### src/rtl/divprog_pkg.sv
package divprog_pkg;
    typedef enum logic [1:0] {
        ST_IDLE   = 2'd0,
        ST_SHIFT  = 2'd1,
        ST_COMMIT = 2'd2
    } ld_state_e;
endpackage

### src/rtl/divprog_sync.sv
module divprog_sync #(
    parameter int WIDTH  = 3,
    parameter int STAGES = 2
) (
    input  logic             clk,
    input  logic             rst_n,
    input  logic [WIDTH-1:0] async_in,
    output logic [WIDTH-1:0] level,
    output logic [WIDTH-1:0] fall
);
    for (genvar g = 0; g < WIDTH; g++) begin : g_bit
        logic [STAGES:0] pipe;
        always_ff @(posedge clk or negedge rst_n) begin
            if (!rst_n) pipe <= '0;
            else        pipe <= {pipe[STAGES-1:0], async_in[g]};
        end
        assign level[g] = pipe[STAGES-1];
        assign fall[g]  = pipe[STAGES] & ~pipe[STAGES-1];
    end
endmodule

### src/rtl/divprog_shift.sv
module divprog_shift
    import divprog_pkg::*;
#(
    parameter int FRAME_W = 28,
    parameter int AM_W    = 17,
    localparam int CNT_W  = $clog2(FRAME_W + 1)
) (
    input  logic               clk,
    input  logic               rst_n,
    input  ld_state_e          state,
    input  logic               bit_in,
    input  logic               bit_fall,
    output logic [FRAME_W-1:0] frame,
    output logic [AM_W-1:0]    am_snap,
    output logic [CNT_W-1:0]   count
);
    logic take;
    assign take = (state == ST_SHIFT) && bit_fall && (count < CNT_W'(FRAME_W));

    always_ff @(posedge clk or negedge rst_n) begin
        if (!rst_n) begin
            frame   <= '0;
            am_snap <= '0;
            count   <= '0;
        end else if (state == ST_IDLE) begin
            count <= '0;
        end else if (take) begin
            frame <= {frame[FRAME_W-2:0], bit_in};
            count <= count + 1'b1;
            if (count == CNT_W'(AM_W - 1))
                am_snap <= {frame[AM_W-2:0], bit_in};
        end
    end

    // edge count never passes the frame length
    p_count_sat_r5: assert property (@(posedge clk) disable iff (!rst_n)
        count <= CNT_W'(FRAME_W));

    // once saturated, further edges leave the frame alone
    p_frame_frozen_r5: assert property (@(posedge clk) disable iff (!rst_n)
        (state == ST_SHIFT && count == CNT_W'(FRAME_W)) |=> $stable(frame));

    // nothing shifts outside an enable window
    p_idle_no_shift_r6: assert property (@(posedge clk) disable iff (!rst_n)
        (state == ST_IDLE) |=> $stable(frame));

    // count is zero on entering the shift state
    p_count_clear_r8: assert property (@(posedge clk) disable iff (!rst_n)
        (state == ST_IDLE) |=> (count == '0));
endmodule

### src/rtl/divprog_loader.sv
module divprog_loader
    import divprog_pkg::*;
#(
    parameter int A_W      = 7,
    parameter int M_W      = 10,
    parameter int R_W      = 11,
    parameter int SYNC_STG = 2,
    localparam int AM_W    = A_W + M_W,
    localparam int FRAME_W = AM_W + R_W,
    localparam int CNT_W   = $clog2(FRAME_W + 1)
) (
    input  logic           clk,
    input  logic           rst_n,
    input  logic           ser_clk,
    input  logic           ser_dat,
    input  logic           ser_en,
    output logic [A_W-1:0] a_word_o,
    output logic [M_W-1:0] m_word_o,
    output logic [R_W-1:0] r_word_o,
    output logic           resync_o
);
    logic [2:0] s_level, s_fall;
    ld_state_e state, state_nx;
    logic [FRAME_W-1:0] frame;
    logic [AM_W-1:0]    am_snap;
    logic [CNT_W-1:0]   count;

    divprog_sync #(.WIDTH(3), .STAGES(SYNC_STG)) u_sync (
        .clk(clk), .rst_n(rst_n),
        .async_in({ser_en, ser_dat, ser_clk}),
        .level(s_level), .fall(s_fall)
    );

    divprog_shift #(.FRAME_W(FRAME_W), .AM_W(AM_W)) u_shift (
        .clk(clk), .rst_n(rst_n), .state(state),
        .bit_in(s_level[1]), .bit_fall(s_fall[0]),
        .frame(frame), .am_snap(am_snap), .count(count)
    );

    always_comb begin
        state_nx = state;
        unique case (state)
            ST_IDLE:   if (s_level[2])  state_nx = ST_SHIFT;
            ST_SHIFT:  if (!s_level[2]) state_nx = ST_COMMIT;
            ST_COMMIT: state_nx = ST_IDLE;
            default:   state_nx = ST_IDLE;
        endcase
    end

    always_ff @(posedge clk or negedge rst_n) begin
        if (!rst_n) state <= ST_IDLE;
        else        state <= state_nx;
    end

    always_ff @(posedge clk or negedge rst_n) begin
        if (!rst_n) begin
            a_word_o <= '0;
            m_word_o <= '0;
            r_word_o <= '0;
            resync_o <= 1'b0;
        end else begin
            resync_o <= (state == ST_COMMIT);
            if (state == ST_COMMIT) begin
                if (count >= CNT_W'(AM_W)) begin
                    a_word_o <= am_snap[AM_W-1 -: A_W];
                    m_word_o <= am_snap[M_W-1:0];
                end
                if (count == CNT_W'(FRAME_W))
                    r_word_o <= frame[R_W-1:0];
            end
        end
    end

    // pulse lasts one cycle
    p_pulse_width_r7: assert property (@(posedge clk) disable iff (!rst_n)
        resync_o |=> !resync_o);

    // pulse only follows a commit
    p_pulse_source_r7: assert property (@(posedge clk) disable iff (!rst_n)
        $rose(resync_o) |-> $past(state == ST_COMMIT));

    // short frame keeps the reference word
    p_short_keeps_r_r3: assert property (@(posedge clk) disable iff (!rst_n)
        (state == ST_COMMIT && count < CNT_W'(FRAME_W)) |=> $stable(r_word_o));

    // very short frame changes no word
    p_tiny_no_load_r4: assert property (@(posedge clk) disable iff (!rst_n)
        (state == ST_COMMIT && count < CNT_W'(AM_W))
        |=> ($stable(a_word_o) && $stable(m_word_o) && $stable(r_word_o)));
endmodule

### config.mk
export PLATFORM = sky130hd
export DESIGN_NAME = divprog_loader
export DESIGN_NICKNAME = d
export VERILOG_FILES = /design/src/rtl/divprog_pkg.sv /design/src/rtl/divprog_sync.sv /design/src/rtl/divprog_shift.sv /design/src/rtl/divprog_loader.sv
export SDC_FILE = /design/constraint.sdc
export NUM_CORES = 1
export LEC_CHECK = 0
export ABC_AREA = 1
export BUFFER_PORTS_ARGS = -buffer_cell sky130_fd_sc_hd__buf_4
export CORE_ASPECT_RATIO = 1.25
export CORE_MARGIN = 3
export CORE_UTILIZATION = 55
export CTS_BUF_LIST = sky130_fd_sc_hd__clkbuf_8
export DETAILED_ROUTE_END_ITERATION = 7
export PLACE_DENSITY_LB_ADDON = 0.05
export SLEW_MARGIN = 20
export SYNTH_ARGS = -nofsm -noshare
export SYNTH_HDL_FRONTEND = slang
export SYNTH_SLANG_ARGS = --single-unit
### constraint.sdc
create_clock -name clk -period 1.4 [get_ports clk]
set_clock_uncertainty 0.05 [all_clocks]
set_input_delay 0.28 -clock clk [delete_from_list [all_inputs] [get_ports clk]]
set_output_delay 0.28 -clock clk [all_outputs]
set_load 0.05 [all_outputs]
==> qor.yml, run 1 <==
final_layout:
  final.fill_count: 343
  finalNonFillerCells: 476
  layout-drive-gt1-share_pct: 39.6
  sequential_cell_area_um2: 1910
  post-route-cell-area_um2: 4450
  num-nets-final: 416
  multi_input_area_um2: 1360
  n_antenna_cell: 0
  area_growth_pct: 37.9
place:
  hpwlAfterDp_mm: 3.71
  placed_cells: 435
  dpl-instance-area_um2: 3630
  count_of_buffers_from_port_buffering: 33
  pre_cts_ws_ps: -86.6
  place.gp.congestion: 0.785
synthesis:
  synth-compound-area-share_pct: 3.07
  synth-adder-area-share_pct: 1.16
  synthSimpleGateAreaFrac_pct: 30.2
  synth_area_um2: 3220
  mux_cell_area_share_after_synthesis_pct: 0
  synth_top_family_by_area: "simple AND/OR/NAND/NOR gates"
  post_synth_xor_xnor_area_pct: 0.272
  ys_seq_area_share_pct: 59.0
  synthesis.nets: 346
  syn_avg_cell_area_um2: 9.54
  yosysWarnings: 0
  yosys.cell_types.count: 23
  ys_ff_latch: 76
  post_synth_inst_count: 338
run_status:
  run_status: "finished, violations left"
  failed_checks: "negative setup slack"
hold_path:
  hold_start: "u_sync.g_bit[1].pipe[0]$_DFF_PN0_"
  hold_path_end: "u_sync.g_bit[1].pipe[1]$_DFF_PN0_"
  hold_path.class: "reg -> reg"
  holdPathStages: 0
critical_path:
  timing.critical_path.buf_inv: 3
  worst-setup-path-type: "reg -> reg"
  worst_path_largest_cell_delay_ps: 420
  timing.critical_path.to_type: "flip-flop"
  cpLargestDelayFamily: "simple AND/OR/NAND/NOR gates"
  critical_path_required_ps: 1590
  worstPathCellList: "inv_2 -> ha_4 -> nand2_4 -> inv_2 -> nand2_4 -> nor2_8 -> buf_12 -> nand2_8 -> nand2_2 -> nand2_1"
  cp_max_fo: 9
  rr_worst_depth: 10
  critical_path.slowest_cell: "dfrtp_1"
  worstReg2RegStart: "u_shift.count[0]$_DFFE_PN0P_"
  reg2reg_slack_ps: -70
  r2r-end: "u_shift.am_snap[9]$_DFFE_PN0P_"
  worst-endpoint-arrival_ps: 1660
  startpoint_type: "flip-flop"
die:
  die_x_um: 74.5
  die_area_um2: 6820
  die_h_um: 91.6
  initial_utilization_pct: 58.0
  area_of_the_core_um2: 5560
  number_of_top_level_pins: 34
  placement_rows: 30
routing:
  detailroute.via_count: 2444
  detail_route.vias_per_cell: 5.13
  routed_wirelength_mm: 6.95
  drt_pass1_iterations: 4
  drcViolationCount: 0
  final_antenna_net_count: 0
  post_drt_wl_per_cell_um: 14.6
  detailedRoute.firstIterationViolations: 162
clock_network:
  clk_latency_ps: 350
  cts.path.max_buffers: 2
  clk_transition_reported_paths_ps: 70
  clock_tree_from_tritoncts: "done"
  numCtsBuffers: 9
  cts.htree.levels: 3
  cts_root_buf: "clkbuf_8"
  clock_sinks: 76
timing:
  final_critical_path_setup_slack_ps: -72.5
  f_max_mhz: 679
  finalSetupTns_ps: -1100
  setup_viol: 29
  maxSlewHeadroom_pct: 74.1
  worst-slew-pin-transition_ps: 389
  rsz0062_at_grt: "true"
  min_period_ps: 1470
  timing_max_transition_violations_final: 0
  report.final.hold_viol_count: 0
  post-route-period-util_pct: 105
power_and_ir_drop:
  ir_drop_v: 0.000612
  power.leakage_uw: 0.00247
  powerDensity_nw_per_um2: 1010
global_routing:
  grt_pass1_wl_mm: 10.4
  overflow: 0
  number_of_antenna_violations_at_the_first_check_in_global_routing: 0
  gr-usage-all-layers_pct: 20.1
  grt_start_max_net_pins: 77
  vias_in_the_first_global_route: 2217
flow_run:
  max_cap_viol_count: 0
==> stage by stage <==
| step | util [%] | power, µW | hold WS, ps |
|---|---|---|---|
| finish | 80.0 | 4510 | 300 |
| global placement | 65.3 | 2610 | 276 |
| global route | 80.0 | 4680 | 309 |
| floorplan | - | 2490 | -65.6 |
| detailed placement | 65.3 | 2620 | 276 |
| CTS | 74.2 | 4460 | 303 |
==> registers in the layout, indices dropped and copies added (netlist names) <==
name	cells
a_word_o	7
state	2
r_word_o	11
m_word_o	10
u_shift.count	5
u_shift.frame	16
u_sync.g_bit.pipe	7
resync_o	1
u_shift.am_snap	17
==> metal layers <==
metal,GRT usage (%),up-vias,part of all wire (%)
met2,30.8,55,52
li1,-,1200,-
met5,0,-,0
met3,3.77,12,3.2
met4,9.64,0,2.2
met1,27.1,1177,43
==> cell families after synthesis <==
kind of cell,after synthesis
xor gates and xnor gates,1
adders and majority gates,3
AOI/OAI and AO/OA,13
and+or+nand+nor,207
buffers and inverters,38
DFF,76
==> how the worst max path moves through the flow <==
stage          cells after the start                         start                               to
6_report                          10  u_shift.count[0]$_DFFE_PN0P_   u_shift.am_snap[9]$_DFFE_PN0P_
3_3_place_gp                       9  u_shift.count[0]$_DFFE_PN0P_   u_shift.am_snap[6]$_DFFE_PN0P_
5_1_grt                           10  u_shift.count[0]$_DFFE_PN0P_   u_shift.am_snap[2]$_DFFE_PN0P_
2_1_floorplan                     10  u_shift.count[0]$_DFFE_PN0P_  u_shift.am_snap[10]$_DFFE_PN0P_
4_1_cts                           10  u_shift.count[0]$_DFFE_PN0P_   u_shift.am_snap[7]$_DFFE_PN0P_
3_5_place_dp                       9  u_shift.count[0]$_DFFE_PN0P_   u_shift.am_snap[4]$_DFFE_PN0P_
==> synth_stat cells <==
cell	n	area [µm²]
nor3_1	1	5.00
nor2_2	1	6.26
nor2_1	7	26.3
buf_12	1	20.0
inv_2	2	7.51
ha_1	3	37.5
nand2_2	24	150
dfrtp_1	76	1900
o21ai_2	9	78.8
buf_2	5	25.0
o21ai_0	2	10.0
inv_1	23	86.3
buf_6	3	33.8
nand3_1	43	215
o21ai_1	2	10.0
buf_4	4	30.0
nor3_4	1	16.3
nand4_1	2	12.5
nand2_1	121	454
nand2_4	2	22.5
nor2_4	4	45.0
nor2_8	1	20.0
xor2_1	1	8.76
==> final cells by class <==
class                      count  share of cell area (%)
multi-input combinational    225                    30.7
inverter                      25                    2.11
tap                           64                    1.80
sequential                    76                    42.9
clock buffer                  10                    3.10
timing repair buffer          71                    17.7
clock inverter                 5                    1.75
==> power by group <==
part / internal (µW) / switching [µW]
sequential: 2260 / 123
combinational: 131 / 177
clock: 1040 / 780
total: 3430 / 1080
==> timing repair <==
action / 4_1_cts / 5_1_grt
pin swaps: 6 / 17
hold endpoints to repair: 79 / 0
cloned: 3 / 6
gates resized for setup: 20 / 42
setup endpoints to repair: 43 / 61
hold buffers: 4 / 0
buffers inserted: 10 / 3
==> placed cells by master (no fill, tap or decap), drive strengths merged <==
cell type    synthesis  routed
nand2              147     148
xor2                 1       1
dfrtp               76      76
nor2                13      13
o21ai               13      13
nand4                2       2
buf                 13      63
nor3                 2       2
dlygate4sd3          0       4
nand3               43      43
ha                   3       3
inv                 25      26
bufinv               0       2
clkinv               0       2
clkbuf               0      14
==> worst reg2reg max path, stage by stage, from the launching register on <==
cell and delay, ps:
dfrtp_1 420, inv_2 90, ha_4 130, nand2_4 60
inv_2 70, nand2_4 60, nor2_8 100, buf_12 150
nand2_8 90, nand2_2 70, nand2_1 70
(Power assumes the default switching activity.)
==> run 2, diff against run 1 <==
--- a/config.mk
+++ b/config.mk
@@ -16,4 +16,5 @@
 export SLEW_MARGIN = 20
 export SYNTH_ARGS = -nofsm -noshare
 export SYNTH_HDL_FRONTEND = slang
+export SYNTH_HIERARCHICAL = 1
 export SYNTH_SLANG_ARGS = --single-unit
==> qor.yml, run 2 <==
run_status:
  run_status: "complete, no violations"
die:
  number_of_top_level_pins: 34
  initial_utilization_pct: 57.3
  die_x_um: 73.6
  die_area_um2: 6650
  area_of_the_core_um2: 5480
  die_h_um: 90.5
  placement_rows: 30
synthesis:
  syn_avg_cell_area_um2: 9.34
  synth_area_um2: 3140
  synthesis.nets: 343
  post_synth_inst_count: 336
  yosysWarnings: 6
clock_network:
  cts.htree.levels: 3
  cts_root_buf: "clkbuf_8"
  clock_tree_from_tritoncts: "done"
  clk_latency_ps: 340
  clk_transition_reported_paths_ps: 80
  numCtsBuffers: 9
  clock_sinks: 76
  post-cts-setup-buffer-count: 0
  cts.path.max_buffers: 2
timing:
  f_max_mhz: 754
  min_period_ps: 1330
  report.final.hold_viol_count: 0
  timing_max_transition_violations_final: 0
  setup_viol: 0
  finalSetupTns_ps: 0
  post-route-period-util_pct: 94.7
  maxSlewHeadroom_pct: 82.3
  worst-slew-pin-transition_ps: 266
  rsz0062_at_grt: "true"
final_layout:
  num-nets-final: 389
  layout-drive-gt1-share_pct: 21.2
  mostFrequentLayoutCells: "nand2_1, dfrtp_1, nand3_1, buf_4, inv_1"
  largest-register: "u_shift/am_snap"
  n_antenna_cell: 0
  largest_reg_flops: 17
  post-route-cell-area_um2: 3780
  most_common_library_cell_in_the_layout_ignoring_fill_and_taps: "nand2_1"
  area_growth_pct: 20.5
  top_regs: "u_shift/am_snap (17), u_shift/frame (16), r_word_o (11)"
critical_path:
  worst_setup_sp: "u_shift/count[1]$_DFFE_PN0P_"
  timing.critical_path.to_type: "flip-flop"
  cpLargestDelayFamily: "simple AND/OR/NAND/NOR gates"
  startpoint_type: "flip-flop"
  critical_path.slowest_cell: "dfrtp_2"
  worst-endpoint-arrival_ps: 1520
  worstReg2RegStart: "u_shift/count[1]$_DFFE_PN0P_"
  cp_common_cell: "nand2_1"
  worstPathCellList: "inv_1 -> ha_1 -> nand2_2 -> nor2_8 -> nand2_4 -> nand2_1 -> nand2_1"
  worst_path_largest_cell_delay_ps: 440
  critical_path_required_ps: 1590
  cp_max_fo: 17
  timing.critical_path.buf_inv: 1
  worst-setup-path-type: "reg -> reg"
power_and_ir_drop:
  cell_internal_pwr_uw: 3560
  clock_network_fraction_of_total_power_pct: 43.4
  powerDensity_nw_per_um2: 1190
  ir_drop_v: 0.000980
  power.switching_uw: 956
  comb_power_share_pct: 4.9
  pwr-share-seq_pct: 51.7
  power.leakage_uw: 0.00216
  power_switching_share_pct: 21.2
hold_path:
  hold_start: "u_sync/g_bit[2].pipe[0]$_DFF_PN0_"
  hold_path.class: "reg -> reg"
routing:
  detail_route.vias_per_cell: 5.00
  detailroute.via_count: 2251
  detailedRoute.firstIterationViolations: 107
  final_antenna_net_count: 0
  routed_wirelength_mm: 5.61
  drt_pass1_iterations: 6
  post_drt_wl_per_cell_um: 12.5
  drcViolationCount: 0
global_routing:
  overflow: 0
  grt_start_max_net_pins: 52
  gr-usage-all-layers_pct: 19.1
  number_of_antenna_violations_at_the_first_check_in_global_routing: 0
  vias_in_the_first_global_route: 2141
  grt_pass1_wl_mm: 9.91
place:
  hpwlAfterDp_mm: 3.93
  count_of_buffers_from_port_buffering: 33
  place.gp.congestion: 0.800
  dpl-instance-area_um2: 3480
flow_run:
  max_cap_viol_count: 0
-- run 2: worst paths after layout --
path / endpoint / slack (ps) / cells after the start
setup / recovery: u_shift/am_snap[6]$_DFFE_PN0P_ / 70 / 7
min in group asynchronous: resync_o$_DFF_PN0_ / 380 / 3
max in group asynchronous: u_shift/frame[12]$_DFFE_PN0P_ / 640 / 3
setup reg to reg: u_shift/am_snap[6]$_DFFE_PN0P_ / 70 / 7
hold / removal: u_sync/g_bit[2].pipe[1]$_DFF_PN0_ / 300 / 0
hold reg to reg: u_sync/g_bit[2].pipe[1]$_DFF_PN0_ / 300 / 0
-- run 2: final cells by class --
type                    count  area [µm²]
fillers                   446        1700
clock inverters             5         100
inverters                  14        57.6
multi-input cells         229        1060
well taps                  64        80.1
flip-flops and latches     76        1900
repair buffers             52         445
clock buffers              10         138
-- run 2: worst reg2reg max path, cell delays in order, from the launching register on --
cell,delay [ps]
dfrtp_2,440
inv_1,70
ha_1,150
nand2_2,90
nor2_8,130
nand2_4,140
nand2_1,110
nand2_1,50
-- run 2: power by group through the flow --
| stage | Combinational (µW) | Clock [µW] | Sequential (µW) |
|---|---|---|---|
| 2_1_floorplan | 114 | 0 | 2360 |
| 6_report | 222 | 1960 | 2340 |
| 3_5_place_dp | 212 | 0 | 2380 |
| 3_3_place_gp | 206 | 0 | 2380 |
| 4_1_cts | 223 | 2000 | 2340 |
| 5_1_grt | 257 | 2090 | 2350 |
-- run 2: timing repair --
action                                  in CTS  in global routing
endpoints found under the setup margin       0                 49
hold endpoints to repair                    79                  0
hold buffers                                 4                  0
gates resized for setup                      0                  7
-- run 2: layer usage --
metal | wire [µm] | global-route usage [%] | vias to the layer above | part of all wire [%]
li1 | - | - | 1149 | -
met1 | 2660 | 27.1 | 1043 | 47
met2 | 2620 | 27.4 | 50 | 47
met3 | 242 | 5.12 | 9 | 4.3
met4 | 85 | 8.46 | 0 | 1.5
met5 | 0 | 0 | - | 0
-- run 2: per-stage QoR --
stage	setup WS (ps)	power, µW	utilization, %	hold WS [ps]	std cells
final	73.9	4520	69.0	301	450
after global routing	-17.8	4690	69.0	306	450
after CTS	12.4	4560	68.7	304	450
after detailed placement	38.1	2590	63.6	193	431
after global placement	59.7	2580	63.6	195	431
after floorplan	50.5	2470	-	-65.6	336
==> run 3, diff against run 2 <==
==> constraint.sdc (replaced) <==
create_clock -name clk -period 1.4 [get_ports clk]
set_clock_uncertainty 0.05 [all_clocks]
set_input_delay 0.07 -clock clk [delete_from_list [all_inputs] [get_ports clk]]
set_output_delay 0.07 -clock clk [all_outputs]
set_load 0.05 [all_outputs]
==> qor.yml, run 3 (synthesis gave the netlist of run 2 again) <==
clock_network:
  clock_sinks: 76
  cts.path.max_buffers: 2
  clk_transition_reported_paths_ps: 70
  numCtsBuffers: 9
  clock_tree_from_tritoncts: "done"
  cts.htree.levels: 3
  clk_latency_ps: 340
  cts_root_buf: "clkbuf_8"
final_layout:
  num-nets-final: 392
  top_regs: "u_shift/am_snap (17), u_shift/frame (16), r_word_o (11)"
  most_common_library_cell_in_the_layout_ignoring_fill_and_taps: "nand2_1"
  n_antenna_cell: 0
  final.fill_count: 431
  largest-register: "u_shift/am_snap"
  finalNonFillerCells: 454
  area_growth_pct: 21.8
  mostFrequentLayoutCells: "nand2_1, dfrtp_1, nand3_1, buf_4, inv_1"
  largest_reg_flops: 17
  layout-drive-gt1-share_pct: 21.8
power_and_ir_drop:
  clock_network_fraction_of_total_power_pct: 44.0
  power_switching_share_pct: 21.0
  pwr-share-seq_pct: 51.1
  ir_drop_v: 0.000770
  power.switching_uw: 961
  comb_power_share_pct: 4.9
  powerDensity_nw_per_um2: 1200
  cell_internal_pwr_uw: 3620
  post-layout-total-power_uw: 4580
  power.leakage_uw: 0.00217
global_routing:
  grt_start_max_net_pins: 37
  grt_pass1_wl_mm: 9.96
  vias_in_the_first_global_route: 2265
  gr-usage-all-layers_pct: 19.0
  overflow: 0
  number_of_antenna_violations_at_the_first_check_in_global_routing: 0
place:
  pre_cts_ws_ps: 1.89
  place.gp.congestion: 0.757
  placed_cells: 432
  count_of_buffers_from_port_buffering: 33
  hpwlAfterDp_mm: 4.11
critical_path:
  worst-endpoint-arrival_ps: 1490
  worst_setup_sp: "u_sync/g_bit[0].pipe[1]$_DFF_PN0_"
  worstReg2RegStart: "u_sync/g_bit[0].pipe[1]$_DFF_PN0_"
  worst-setup-path-type: "reg -> reg"
  critical_path_required_ps: 1580
  startpoint_type: "flip-flop"
  cp_max_fo: 17
  timing.critical_path.to_type: "flip-flop"
die:
  area_of_the_core_um2: 5480
  die_x_um: 73.6
  die_h_um: 90.5
  placement_rows: 30
  die_area_um2: 6650
  number_of_top_level_pins: 34
  initial_utilization_pct: 57.3
routing:
  final_antenna_net_count: 0
  detailroute.via_count: 2332
  drcViolationCount: 0
  routed_wirelength_mm: 5.74
  detail_route.vias_per_cell: 5.14
  drt_pass1_iterations: 4
  post_drt_wl_per_cell_um: 12.6
  detailedRoute.firstIterationViolations: 154
timing:
  min_period_ps: 1310
  final_critical_path_setup_slack_ps: 93.1
  timing_max_transition_violations_final: 0
  setup_viol: 0
  post-route-period-util_pct: 93.4
  worst-slew-pin-transition_ps: 293
  rsz0062_at_grt: "true"
  maxSlewHeadroom_pct: 80.5
  report.final.hold_viol_count: 0
  f_max_mhz: 765
hold_path:
  hold_path.class: "in -> async"
flow_run:
  max_cap_viol_count: 0
run_status:
  run_status: "complete, no violations"
[run 3: timing repair]
action                     CTS  global route
hold endpoints to repair    79             0
setup buffers                0             1
resized for setup            1             6
hold buffers                 4             0
pin swaps                    1             1
setup endpoints to repair    2            28
gates cloned                 0             1
[run 3: metal layers]
metal / track usage [%] / vias up / wire, µm
met2: 29.3 / 70 / 2760
met1: 25.3 / 1100 / 2540
li1: - / 1153 / -
met5: 0 / - / 0
met4: 8.61 / 0 / 89
met3: 4.23 / 9 / 352
[run 3: path summary, 6_finish.rpt]
kind,end,slack (ps),cells after the start
hold / removal,u_shift/count[0]$_DFFE_PN0P_,110,2
hold reg to reg,u_sync/g_bit[1].pipe[1]$_DFF_PN0_,310,0
setup / recovery,u_shift/am_snap[3]$_DFFE_PN0P_,90,6
max in group asynchronous,r_word_o[0]$_DFFE_PN0P_,640,3
setup reg to reg,u_shift/am_snap[3]$_DFFE_PN0P_,90,6
min in group clk,u_sync/g_bit[1].pipe[1]$_DFF_PN0_,310,0
[run 3: worst max-delay path, stage by stage, from the launching register on]
cell     delay [ps]
dfrtp_1         380
nor2_2          150
nand3_4         130
nor2_8          210
nand2_8         120
nand2_1         100
nand2_1          60
[run 3: cell type report]
type                            instances  area (µm²)  area share [%]
Clock buffer                           11         151            3.96
Clock inverter                          5        98.8            2.59
Inverter                               14        55.1            1.44
Multi-Input combinational cell        230        1080            28.4
Sequential cell                        76        1900            49.8
Tap cell                               64        80.1            2.10
Timing Repair Buffer                   54         448            11.7
[run 3: per-stage QoR]
step / utilization, % / TNS [ps] / hold slack, ps / instance area (µm²)
finish: 69.7 / 0 / 108 / 3820
global placement: 63.5 / 0 / -76.9 / 3480
global route: 69.7 / -27.0 / 131 / 3820
CTS: 68.8 / 0 / 105 / 3770
detailed placement: 63.5 / 0 / -72.0 / 3480
floorplan: - / 0 / -276 / 3140
[run 3: power groups by stage]
| stage | registers, µW | logic, µW | clock network, µW |
|---|---|---|---|
| CTS | 2340 | 218 | 2050 |
| global route | 2350 | 256 | 2150 |
| floorplan | 2360 | 114 | 0 |
| detailed placement | 2380 | 210 | 0 |
| global placement | 2380 | 203 | 0 |
| finish | 2340 | 225 | 2010 |
